[src/rtl/pbend_pkg.sv]
package pbend_pkg;
  // Upper nibble of a pitch bend status byte
  localparam logic [3:0] PB_STATUS_NIB = 4'hE;

  typedef enum logic [1:0] {
    PB_IDLE = 2'd0,
    PB_STAT = 2'd1,
    PB_LOW  = 2'd2,
    PB_HIGH = 2'd3
  } pb_state_t;
endpackage

[src/rtl/pbend_range_check.sv]
module pbend_range_check #(
  parameter int VAL_W  = 16,
  parameter int CODE_W = 14
) (
  input  logic [VAL_W-1:0]  value,
  output logic              in_range,
  output logic [CODE_W-1:0] code
);
  localparam int TOP_W = VAL_W - CODE_W + 1;

  logic [TOP_W-1:0] top_bits;

  // The amount fits the signed CODE_W span when all bits above the code's
  // sign position repeat that sign bit.
  assign top_bits = value[VAL_W-1:CODE_W-1];
  assign in_range = (&top_bits) | (~|top_bits);

  // Adding half the span flips the sign bit of the CODE_W-bit field.
  assign code = {~value[CODE_W-1], value[CODE_W-2:0]};
endmodule

[src/rtl/pbend_capture.sv]
module pbend_capture #(
  parameter int CHAN_W = 4,
  parameter int CODE_W = 14
) (
  input  logic              clk,
  input  logic              rst_n,
  input  logic              load,
  input  logic [CHAN_W-1:0] chan_in,
  input  logic [CODE_W-1:0] code_in,
  output logic [CHAN_W-1:0] chan_q,
  output logic [CODE_W-1:0] code_q
);
  always_ff @(posedge clk) begin
    if (!rst_n) begin
      chan_q <= '0;
      code_q <= '0;
    end else if (load) begin
      chan_q <= chan_in;
      code_q <= code_in;
    end
  end
endmodule

[src/rtl/pbend_tx_seq.sv]
module pbend_tx_seq
  import pbend_pkg::*;
#(
  parameter int CHAN_W    = 4,
  parameter int DATA_BITS = 7
) (
  input  logic                   clk,
  input  logic                   rst_n,
  input  logic                   req_valid,
  input  logic                   in_range,
  input  logic [CHAN_W-1:0]      chan_q,
  input  logic [2*DATA_BITS-1:0] code_q,
  input  logic                   out_ready,
  output logic                   idle,
  output logic                   load,
  output logic                   err_pulse,
  output logic                   out_valid,
  output logic [DATA_BITS:0]     out_data
);
  localparam int BYTE_W = DATA_BITS + 1;

  pb_state_t state, state_nx;
  logic      take;

  assign idle  = (state == PB_IDLE);
  assign load  = idle && req_valid && in_range;
  assign take  = out_valid && out_ready;
  assign out_valid = !idle;

  always_comb begin
    state_nx = state;
    unique case (state)
      PB_IDLE: if (load) state_nx = PB_STAT;
      PB_STAT: if (take) state_nx = PB_LOW;
      PB_LOW:  if (take) state_nx = PB_HIGH;
      PB_HIGH: if (take) state_nx = PB_IDLE;
      default: state_nx = PB_IDLE;
    endcase
  end

  always_comb begin
    unique case (state)
      PB_STAT: out_data = BYTE_W'({PB_STATUS_NIB, chan_q});
      PB_LOW:  out_data = {1'b0, code_q[DATA_BITS-1:0]};
      PB_HIGH: out_data = {1'b0, code_q[2*DATA_BITS-1:DATA_BITS]};
      default: out_data = '0;
    endcase
  end

  always_ff @(posedge clk) begin
    if (!rst_n) begin
      state     <= PB_IDLE;
      err_pulse <= 1'b0;
    end else begin
      state     <= state_nx;
      err_pulse <= idle && req_valid && !in_range;
    end
  end


  hold_on_stall_chk: assert property (@(posedge clk) disable iff (!rst_n)
    (out_valid && !out_ready) |=> (out_valid && $stable(out_data)));


  data_msb_zero_chk: assert property (@(posedge clk) disable iff (!rst_n)
    (out_valid && state != PB_STAT) |-> (out_data[DATA_BITS] == 1'b0));


  status_nibble_chk: assert property (@(posedge clk) disable iff (!rst_n)
    (state == PB_STAT) |-> (out_data[BYTE_W-1:BYTE_W-4] == PB_STATUS_NIB));


  idle_after_last_chk: assert property (@(posedge clk) disable iff (!rst_n)
    (state == PB_HIGH && take) |=> !out_valid);
endmodule

[src/rtl/pbend_encoder.sv]
module pbend_encoder #(
  parameter int CHAN_W    = 4,
  parameter int VAL_W     = 16,
  parameter int DATA_BITS = 7
) (
  input  logic              clk,
  input  logic              rst_n,
  input  logic              req_valid,
  input  logic [CHAN_W-1:0] req_chan,
  input  logic [VAL_W-1:0]  req_value,
  output logic              req_ready,
  output logic              busy,
  output logic              err_pulse,
  output logic              out_valid,
  input  logic              out_ready,
  output logic [DATA_BITS:0] out_data
);
  localparam int CODE_W = 2 * DATA_BITS;

  logic              in_range;
  logic [CODE_W-1:0] code;
  logic [CODE_W-1:0] code_q;
  logic [CHAN_W-1:0] chan_q;
  logic              idle;
  logic              load;

  pbend_range_check #(.VAL_W(VAL_W), .CODE_W(CODE_W)) u_range (
    .value    (req_value),
    .in_range (in_range),
    .code     (code)
  );

  pbend_capture #(.CHAN_W(CHAN_W), .CODE_W(CODE_W)) u_capture (
    .clk     (clk),
    .rst_n   (rst_n),
    .load    (load),
    .chan_in (req_chan),
    .code_in (code),
    .chan_q  (chan_q),
    .code_q  (code_q)
  );

  pbend_tx_seq #(.CHAN_W(CHAN_W), .DATA_BITS(DATA_BITS)) u_seq (
    .clk       (clk),
    .rst_n     (rst_n),
    .req_valid (req_valid),
    .in_range  (in_range),
    .chan_q    (chan_q),
    .code_q    (code_q),
    .out_ready (out_ready),
    .idle      (idle),
    .load      (load),
    .err_pulse (err_pulse),
    .out_valid (out_valid),
    .out_data  (out_data)
  );

  assign req_ready = idle;
  assign busy      = !idle;


  accept_busy_chk: assert property (@(posedge clk) disable iff (!rst_n)
    (req_valid && req_ready && in_range) |=> busy);


  reject_idle_chk: assert property (@(posedge clk) disable iff (!rst_n)
    err_pulse |-> !busy);


  busy_ignore_chk: assert property (@(posedge clk) disable iff (!rst_n)
    (busy && req_valid) |=> !err_pulse);
endmodule

[config.mk]
export PLATFORM = sky130hd
export DESIGN_NAME = pbend_encoder
export DESIGN_NICKNAME = d
export VERILOG_FILES = /design/src/rtl/pbend_pkg.sv /design/src/rtl/pbend_range_check.sv /design/src/rtl/pbend_capture.sv /design/src/rtl/pbend_tx_seq.sv /design/src/rtl/pbend_encoder.sv
export SDC_FILE = /design/constraint.sdc
export NUM_CORES = 1
export LEC_CHECK = 0
export BUFFER_PORTS_ARGS = -buffer_cell sky130_fd_sc_hd__buf_2
export CORE_ASPECT_RATIO = 0.75
export CORE_MARGIN = 3
export CORE_UTILIZATION = 52
export DETAILED_ROUTE_END_ITERATION = 8
export PLACE_DENSITY_LB_ADDON = 0.08
export SLEW_MARGIN = 20
export SYNTH_ARGS = -nofsm -noshare
export SYNTH_HDL_FRONTEND = slang
export SYNTH_SLANG_ARGS = --single-unit
[constraint.sdc]
create_clock -name clk -period 3.4 [get_ports clk]
set_input_delay 0.68 -clock clk [delete_from_list [all_inputs] [get_ports clk]]
set_output_delay 0.68 -clock clk [all_outputs]
set_load 0.02 [all_outputs]
==> results of run 1 <==
-- area by class of cell --
| class | instances | share of cell area |
|---|---|---|
| clock buffer | 3 | 0.0182 |
| multi-input combinational | 74 | 0.463 |
| clock inverter | 1 | 0.00607 |
| sequential | 21 | 0.340 |
| inverter | 3 | 0.00910 |
| tap | 22 | 0.0222 |
| timing repair buffer | 35 | 0.142 |
-- per-layer routing --
layer | global-route usage | share of wire | vias to the layer above
met5 | 0 | 0 | -
met4 | 0.0694 | 0.013 | 0
met3 | 0.0571 | 0.077 | 5
met2 | 0.282 | 0.43 | 27
met1 | 0.229 | 0.48 | 363
li1 | - | - | 430
-- worst reg2reg max path: stages, from the launching register on --
cell and delay [ns]:
sky130_fd_sc_hd__dfxtp_1 0.39, sky130_fd_sc_hd__inv_1 0.15, sky130_fd_sc_hd__ha_1 0.21, sky130_fd_sc_hd__nand2_1 0.10, sky130_fd_sc_hd__a21oi_4 0.62, sky130_fd_sc_hd__o2bb2ai_2 0.21, sky130_fd_sc_hd__mux2i_1 0.20
-- through the flow --
step | cells | hold slack [ns] | utilization | setup slack [ns] | power (µW)
2_1_floorplan | 105 | 0.473 | - | 1.40 | 526
3_3_place_gp | 155 | 0.487 | 0.663 | 1.11 | 595
3_5_place_dp | 155 | 0.496 | 0.663 | 1.08 | 605
4_1_cts | 159 | 0.527 | 0.679 | 0.866 | 729
5_1_grt | 159 | 0.549 | 0.679 | 0.657 | 774
6_report | 159 | 0.531 | 0.679 | 0.880 | 719
-- flip-flops by register name, summed over array words and instances, names as in the netlist --
name and count:
u_capture.code_q 14, u_seq.state 2, u_seq.err_pulse 1, u_capture.chan_q 4
-- cells by family (layout without fill, tap and decap cells) --
| kind of cell | after synthesis | after routing | share of synthesized area |
|---|---|---|---|
| and+or+nand+nor | 36 | 36 | 0.180 |
| DFF | 21 | 21 | 0.400 |
| muxes | 18 | 18 | 0.172 |
| AOI/OAI and AO/OA | 14 | 14 | 0.123 |
| buffers and inverters | 10 | 42 | 0.0536 |
| adders and majority gates | 6 | 6 | 0.0715 |
-- power by group through the flow --
stage                     clock (µW)  combinational, µW  sequential, µW
after floorplan                    0                233             293
after global placement             0                300             295
after detailed placement           0                309             296
after CTS                        129                310             290
after global routing             141                340             294
final                            122                306             290
-- placed cells by master (no fill, tap or decap) --
cell type | Yosys | final
sky130_fd_sc_hd__o211a_1 | 2 | 2
sky130_fd_sc_hd__nand2_1 | 5 | 5
sky130_fd_sc_hd__mux2i_1 | 18 | 18
sky130_fd_sc_hd__clkbuf_4 | 0 | 3
sky130_fd_sc_hd__a22oi_1 | 3 | 3
sky130_fd_sc_hd__o21ai_0 | 1 | 1
sky130_fd_sc_hd__nor2b_1 | 17 | 17
sky130_fd_sc_hd__a222oi_1 | 4 | 4
sky130_fd_sc_hd__or3_4 | 1 | 1
sky130_fd_sc_hd__o2bb2ai_2 | 1 | 1
sky130_fd_sc_hd__nand3_1 | 2 | 2
sky130_fd_sc_hd__ha_1 | 6 | 6
sky130_fd_sc_hd__dfxtp_1 | 21 | 21
sky130_fd_sc_hd__inv_1 | 3 | 3
sky130_fd_sc_hd__nor3_1 | 1 | 1
sky130_fd_sc_hd__buf_2 | 0 | 35
sky130_fd_sc_hd__a21oi_4 | 1 | 1
sky130_fd_sc_hd__nor2_1 | 10 | 10
sky130_fd_sc_hd__clkinvlp_4 | 0 | 1
sky130_fd_sc_hd__a21oi_1 | 2 | 2
-- worst min path at each step --
stage	to	slack (ns)	depth (start not counted)
final	u_capture.code_q[13]$_SDFFE_PN0P_	0.53	1
after global placement	u_capture.code_q[13]$_SDFFE_PN0P_	0.49	1
after detailed placement	u_capture.code_q[13]$_SDFFE_PN0P_	0.50	1
after CTS	u_capture.code_q[13]$_SDFFE_PN0P_	0.53	1
after floorplan	u_capture.code_q[13]$_SDFFE_PN0P_	0.47	1
after global routing	u_capture.code_q[13]$_SDFFE_PN0P_	0.55	1
==> implementation parameters, run 1 <==
Parameter                              Value

Run status
  Outcome ... complete, no violations

Clock network
  Number of buffers added for setup after CTS ... 0
  Clock tree from TritonCTS ... done
  Clock tree root driver cell ... sky130_fd_sc_hd__clkbuf_4
  Hold Buf Count CTS ... 0
  Number of levels in the clock H-tree ... 1
  Number of buffers between clock root and the deepest sink ... 2
  Resized cells post-CTS ... 0
  Clock latency at the later pin of the worst-skew pair ... 0.31 ns
  Cts bufs inserted ... 3
  Clock-pin transition on the worst setup and hold timing paths ... 0.12 ns
  Sinks on the clock net ... 21

Global route
  Wire length of the first global-routing pass ... 3.44 mm
  Combined global-route utilization of all metal layers ... 0.178
  Overflow after GRT ... 0
  Number of antenna violations at the first check in global routing ... 0
  Vias in the first global route ... 774
  Largest net degree at the start of global routing ... 23

Pwr
  Switching share of power ... 0.402
  LEAKAGE ... 0.000525 µW
  Proportion of power drawn by the clock network ... 0.170
  Worst vdd rail ir drop ... 409 µV
  Internal cell power ... 430 µW
  NetSw ... 289 µW
  Sequential group share of total power ... 0.404
  Power Dens Cells ... 581 mW/mm²
  Combinational group share of total power ... 0.426

Floorplan
  Die area ... 0.00260 mm²
  Chip Height ... 44.9 µm
  Area of the placeable core ... 0.00182 mm²
  Initial standard-cell utilization of the core ... 0.576
  I/O pin count ... 36
  Width of the die ... 57.9 µm
  Number of placement rows ... 13

Detailed routing
  Initial DRC count ... 26
  Drt wl/cell ... 12.7 µm
  Detailed Routing Iterations Pass 1 ... 4
  Sum of routed wire length over all layers ... 2.02 mm
  Number of vias in the routed layout ... 825
  Via density ... 5.19
  Residual antenna-violating net count after detailed routing ... 0
  Drc violations ... 0

STA
  Pin slew with the least headroom to its limit ... 0.796 ns
  Relative slew slack ... 0.468
  Clock Skew ... 0.0108 ns
  Pins over their slew limit ... 0
  Final critical path time including I/O delays and setup ... 2.52 ns
  Final setup violation count ... 0
  Total negative slack ... 0 ns
  Highest clock frequency the design can meet ... 0.397 GHz
  Final-report hold violation count ... 0
  Setup repair after global routing missed its margin ... no
  Final worst path period share ... 0.741

Yosys
  Total of flip-flops plus latches after synthesis ... 21
  Share of synthesized flip-flops with an asynchronous set or reset ... 0
  Instance count of the mapped netlist ... 105
  Synth cell types ... 20
  Number of synthesized flops with an enable pin ... 0
  Most instantiated flip-flop cell in the synthesis netlist ... sky130_fd_sc_hd__dfxtp_1
  Number of warning messages in the yosys log ... 0
  Top area cells in the synthesized netlist ... sky130_fd_sc_hd__dfxtp_1 40%, sky130_fd_sc_hd__mux2i_1 17%, sky130_fd_sc_hd__nor2b_1 10%
  Cell type with the highest aggregate area in the netlist ... sky130_fd_sc_hd__dfxtp_1
  Fraction of the yosys area taken by sequential cells ... 0.400
  Most used standard cells in the synthesized netlist ... 21 x sky130_fd_sc_hd__dfxtp_1, 18 x sky130_fd_sc_hd__mux2i_1, 17 x sky130_fd_sc_hd__nor2b_1
  Area share of the leading cell type in the synthesized netlist ... 0.400
  Mean Syn Cell Area ... 10.0 µm²
  Most used standard cell by instance count after synthesis ... sky130_fd_sc_hd__dfxtp_1
  Net count after synthesis ... 135
  Post-synth design cell area ... 0.00105 mm²

Cells and area
  Number of fill cells ... 159
  Layout cells sized above 1 ... 0.307
  Final Instance Area ... 0.00124 mm²
  Multi-input logic area ... 573 µm²
  Seq. cell area ... 420 µm²
  Net count reported at finish ... 168
  Area delta synth->final ... 17.9%
  Count of inserted antenna diode cells ... 0

Worst setup path
  Crit. Startpoint ... u_seq.state[0]$_SDFFE_PN0P_
  Classification of the worst setup path ... reg -> out
  CP Depth ... 5
  Crit start category ... flop
  Worst-path cell with the longest stage delay ... sky130_fd_sc_hd__dfxtp_1
  Reg2Reg Launch Point ... u_seq.state[1]$_SDFFE_PN0P_
  Critical Path RT ... 2.72 ns
  Family with the most delay on the worst path ... flip-flops
  Worst setup endpoint ... out_data[0]
  Worst Path Max Fanout ... 9
  Setup slack of the worst register-to-register path ... 1.46 ns
  Total buffers and inverters traversed by the critical path ... 2
  Critical-path cell list ... inv_1 > ha_1 > a222oi_1 > nor2_1 > buf_2
  Reg2Reg Capture Point ... u_seq.state[1]$_SDFFE_PN0P_
  Type of element capturing the critical path ... output port
  Worst r2r path cells ... 6
  Slowest Stage Delay on Critical Path ... 0.46 ns
  Arrival time reported for the critical path endpoint ... 1.84 ns

Place
  Weighted congestion at the end of routability-driven global placement ... 0.688
  Cell area reported after detailed placement ... 0.00121 mm²
  Hpwl dp ... 1.51 mm
  Number of port buffers ... 35

Worst hold path
  Worst Min Path Start ... u_capture.code_q[13]$_SDFFE_PN0P_
  Hold Crit Class ... reg -> reg

Flow run
  Max_cap viols ... 0
Power figures use the tool's default switching activity.
==> run 2, diff against run 1 <==
--- a/config.mk
+++ b/config.mk
@@ -8,7 +8,7 @@
 export BUFFER_PORTS_ARGS = -buffer_cell sky130_fd_sc_hd__buf_2
 export CORE_ASPECT_RATIO = 0.75
 export CORE_MARGIN = 3
-export CORE_UTILIZATION = 52
+export CORE_UTILIZATION = 44
 export DETAILED_ROUTE_END_ITERATION = 8
 export PLACE_DENSITY_LB_ADDON = 0.08
 export SLEW_MARGIN = 20
==> constraint.sdc (replaced) <==
create_clock -name clk -period 2.25 [get_ports clk]
set_input_delay 0.45 -clock clk [delete_from_list [all_inputs] [get_ports clk]]
set_output_delay 0.45 -clock clk [all_outputs]
set_load 0.02 [all_outputs]
==> run 2 against run 1 <==
Effect of this change: combinational power increased by 54%; register-to-register slack got worse by 0.89 ns; clock skew fell by 0.0070 ns; non-clock buffer count grew 1; sequential share of layout area decreased by 0.80 points; power up 53%; wire length grew 8.2%; core utilization is 8.3 points lower; first-iteration DRC count is 65% higher; count of clock-buffer cells in the layout unchanged.
==> implementation parameters, run 2 (synthesis gave the netlist of run 1 again) <==
Parameter                              Value

Run status
  Outcome ... complete, no violations

Cells and area
  Net count reported at finish ... 169 (+0.60%)
  Registers with the most flip-flops ... u_capture.code_q x14, u_capture.chan_q x4, u_seq.state x2
  Area delta synth->final ... 21.5%
  Layout cells sized above 1 ... 0.341 (+0.0340)
  Leading cell type in the layout, fill and taps excluded ... sky130_fd_sc_hd__buf_2
  Number of flip-flops in the largest register ... 14 (unchanged)
  Count of inserted antenna diode cells ... 0 (unchanged)
  Register ranked first by flip-flop count ... u_capture.code_q
  Highest-count cells in the layout ignoring fill and taps ... 35 x sky130_fd_sc_hd__buf_2, 19 x sky130_fd_sc_hd__dfxtp_1, 18 x sky130_fd_sc_hd__mux2i_1
  Number of cells in the finished layout apart from fillers ... 170 (+6.9%)

Pwr
  Combinational group share of total power ... 0.429 (+0.003)
  NetSw ... 440 µW (+52%)
  Switching share of power ... 0.400 (-0.00191)
  Power Dens Cells ... 864 mW/mm² (+49%)
  Sequential group share of total power ... 0.402 (-0.002)
  Internal cell power ... 661 µW (+54%)
  Worst vdd rail ir drop ... 422 µV (+3.3%)
  LEAKAGE ... 0.000535 µW (+2.0%)
  Proportion of power drawn by the clock network ... 0.169 (about the same)

Clock network
  Cts bufs inserted ... 3 (unchanged)
  Clock-pin transition on the worst setup and hold timing paths ... 0.12 ns (about the same)
  Hold Buf Count CTS ... 0 (unchanged)
  Number of levels in the clock H-tree ... 1 (unchanged)
  Clock tree from TritonCTS ... done
  Clock tree root driver cell ... sky130_fd_sc_hd__clkbuf_4
  Number of buffers added for setup after CTS ... 0 (unchanged)
  Number of buffers between clock root and the deepest sink ... 2 (unchanged)
  Sinks on the clock net ... 21 (unchanged)
  Clock latency at the later pin of the worst-skew pair ... 0.31 ns (about the same)

Detailed routing
  Drc violations ... 0 (unchanged)
  Drt wl/cell ... 12.9 µm (+1.2%)
  Initial DRC count ... 43 (+65%)
  Detailed Routing Iterations Pass 1 ... 4 (unchanged)
  Sum of routed wire length over all layers ... 2.19 mm (+8.2%)
  Number of vias in the routed layout ... 865 (+4.8%)
  Via density ... 5.09 (-1.9%)
  Residual antenna-violating net count after detailed routing ... 0 (unchanged)

Worst hold path
  Depth of the worst hold-timing path ... 3 (+2)
  Hold Crit Class ... in -> reg
  Hold Path Sink ... u_seq.err_pulse$_SDFF_PN0_
  Worst Min Path Start ... req_valid

Global route
  Wire length of the first global-routing pass ... 3.72 mm (+8.2%)
  Overflow after GRT ... 0 (unchanged)
  Combined global-route utilization of all metal layers ... 0.152 (-0.0261)
  Largest net degree at the start of global routing ... 23 (unchanged)
  Number of antenna violations at the first check in global routing ... 0 (unchanged)
  Vias in the first global route ... 800 (+3.4%)

STA
  Final-report hold violation count ... 0 (unchanged)
  Highest clock frequency the design can meet ... 0.479 GHz
  Final worst path period share ... 0.929
  Total negative slack ... 0 ns (unchanged)
  Pins over their slew limit ... 0 (unchanged)
  Final setup violation count ... 0 (unchanged)
  Final critical path time including I/O delays and setup ... 2.09 ns
  Relative slew slack ... 0.781 (+0.313)
  Fin worst setup slack ... 0.160 ns (-0.720 ns)
  Setup repair after global routing missed its margin ... no
  Clock Skew ... 0.00383 ns (-0.00699 ns)
  Pin slew with the least headroom to its limit ... 0.329 ns (-0.467 ns)

Worst setup path
  Arrival time reported for the critical path endpoint ... 1.64 ns (-0.20 ns)
  Classification of the worst setup path ... reg -> out
  Setup slack of the worst register-to-register path ... 0.57 ns (-0.89 ns)
  Reg2Reg Capture Point ... u_seq.state[1]$_SDFFE_PN0P_
  Type of element capturing the critical path ... output port
  Critical Path RT ... 1.80 ns (-0.92 ns)
  Reg2Reg Launch Point ... u_seq.state[1]$_SDFFE_PN0P_
  Worst r2r path cells ... 7 (+1)
  Worst Path Max Fanout ... 7 (-2)
  Slowest Stage Delay on Critical Path ... 0.40 ns (-0.06 ns)
  Crit start category ... flop
  Worst-path cell with the longest stage delay ... sky130_fd_sc_hd__dfxtp_2
  Critical-path cell list ... inv_1 > ha_2 > a222oi_1 > nor2_1 > buf_2

Floorplan
  I/O pin count ... 36 (unchanged)
  Width of the die ... 62.4 µm (+7.8%)
  Area of the placeable core ... 0.00214 mm² (+17%)
  Die area ... 0.00301 mm² (+16%)
  Chip Height ... 48.3 µm (+7.5%)
  Initial standard-cell utilization of the core ... 0.491 (-0.0850)
  Number of placement rows ... 14 (+1)

Place
  Post-Place Setup Slack ... 0.349 ns (-0.734 ns)
  Weighted congestion at the end of routability-driven global placement ... 0.841 (+22%)
  Number of port buffers ... 35 (unchanged)
  Dpl cells ... 166 (+7.1%)
  Hpwl dp ... 1.68 mm (+12%)

Flow run
  Max_cap viols ... 0 (unchanged)
run 2: worst max-delay path by stage:
stage / from / to / slack (ns)
after floorplan: u_seq.state[0]$_SDFFE_PN0P_ / out_data[0] / 0.48
after global placement: u_seq.state[0]$_SDFFE_PN0P_ / out_data[0] / 0.38
after detailed placement: u_seq.state[0]$_SDFFE_PN0P_ / out_data[0] / 0.35
after CTS: u_seq.state[1]$_SDFFE_PN0P_ / out_data[2] / 0.003
after global routing: u_seq.state[1]$_SDFFE_PN0P_ / out_data[2] / 0.02
final: u_seq.state[1]$_SDFFE_PN0P_ / out_data[2] / 0.16
run 2: critical path: cells and delay by family, from the launching register on:
family | cells | cell delay (ns)
buffers and inverters | 2 | 0.28
adders and majority gates | 1 | 0.23
and+or+nand+nor | 1 | 0.09
AOI/OAI and AO/OA | 1 | 0.33
DFF | 1 | 0.40
run 2: through the flow:
step	hold slack, ns	area (µm²)	util	power, µW
global placement	0.491	1240	0.580	917
global route	0.394	1270	0.597	1180
finish	0.388	1270	0.597	1100
CTS	0.379	1270	0.594	1110
floorplan	0.473	1050	-	795
detailed placement	0.496	1240	0.580	919
run 2: area by class of cell:
class | count | area, µm²
fill | 211 | 862
multi-input combinational | 74 | 578
sequential | 21 | 423
timing repair buffer | 36 | 195
tap | 32 | 40.0
clock buffer | 3 | 22.5
inverter | 3 | 11.3
clock inverter | 1 | 5.00
run 2: repair_timing:
item	4_1_cts	5_1_grt
setup endpoints to repair	1	5
gates resized for setup	1	3
hold endpoints to repair	0	0
run 2: power groups by stage:
stage          sequential (µW)  combinational (µW)  clock (µW)
6_report                   443                 472         186
5_1_grt                    449                 518         208
4_1_cts                    442                 473         195
3_5_place_dp               448                 471           0
3_3_place_gp               446                 471           0
2_1_floorplan              443                 352           0
run 2: routing by layer:
metal	vias up	GRT usage	share of wire
met5	-	0	0
met3	0	0.0648	0.078
li1	432	-	-
met4	0	0.0220	0
met2	26	0.214	0.42
met1	407	0.219	0.50
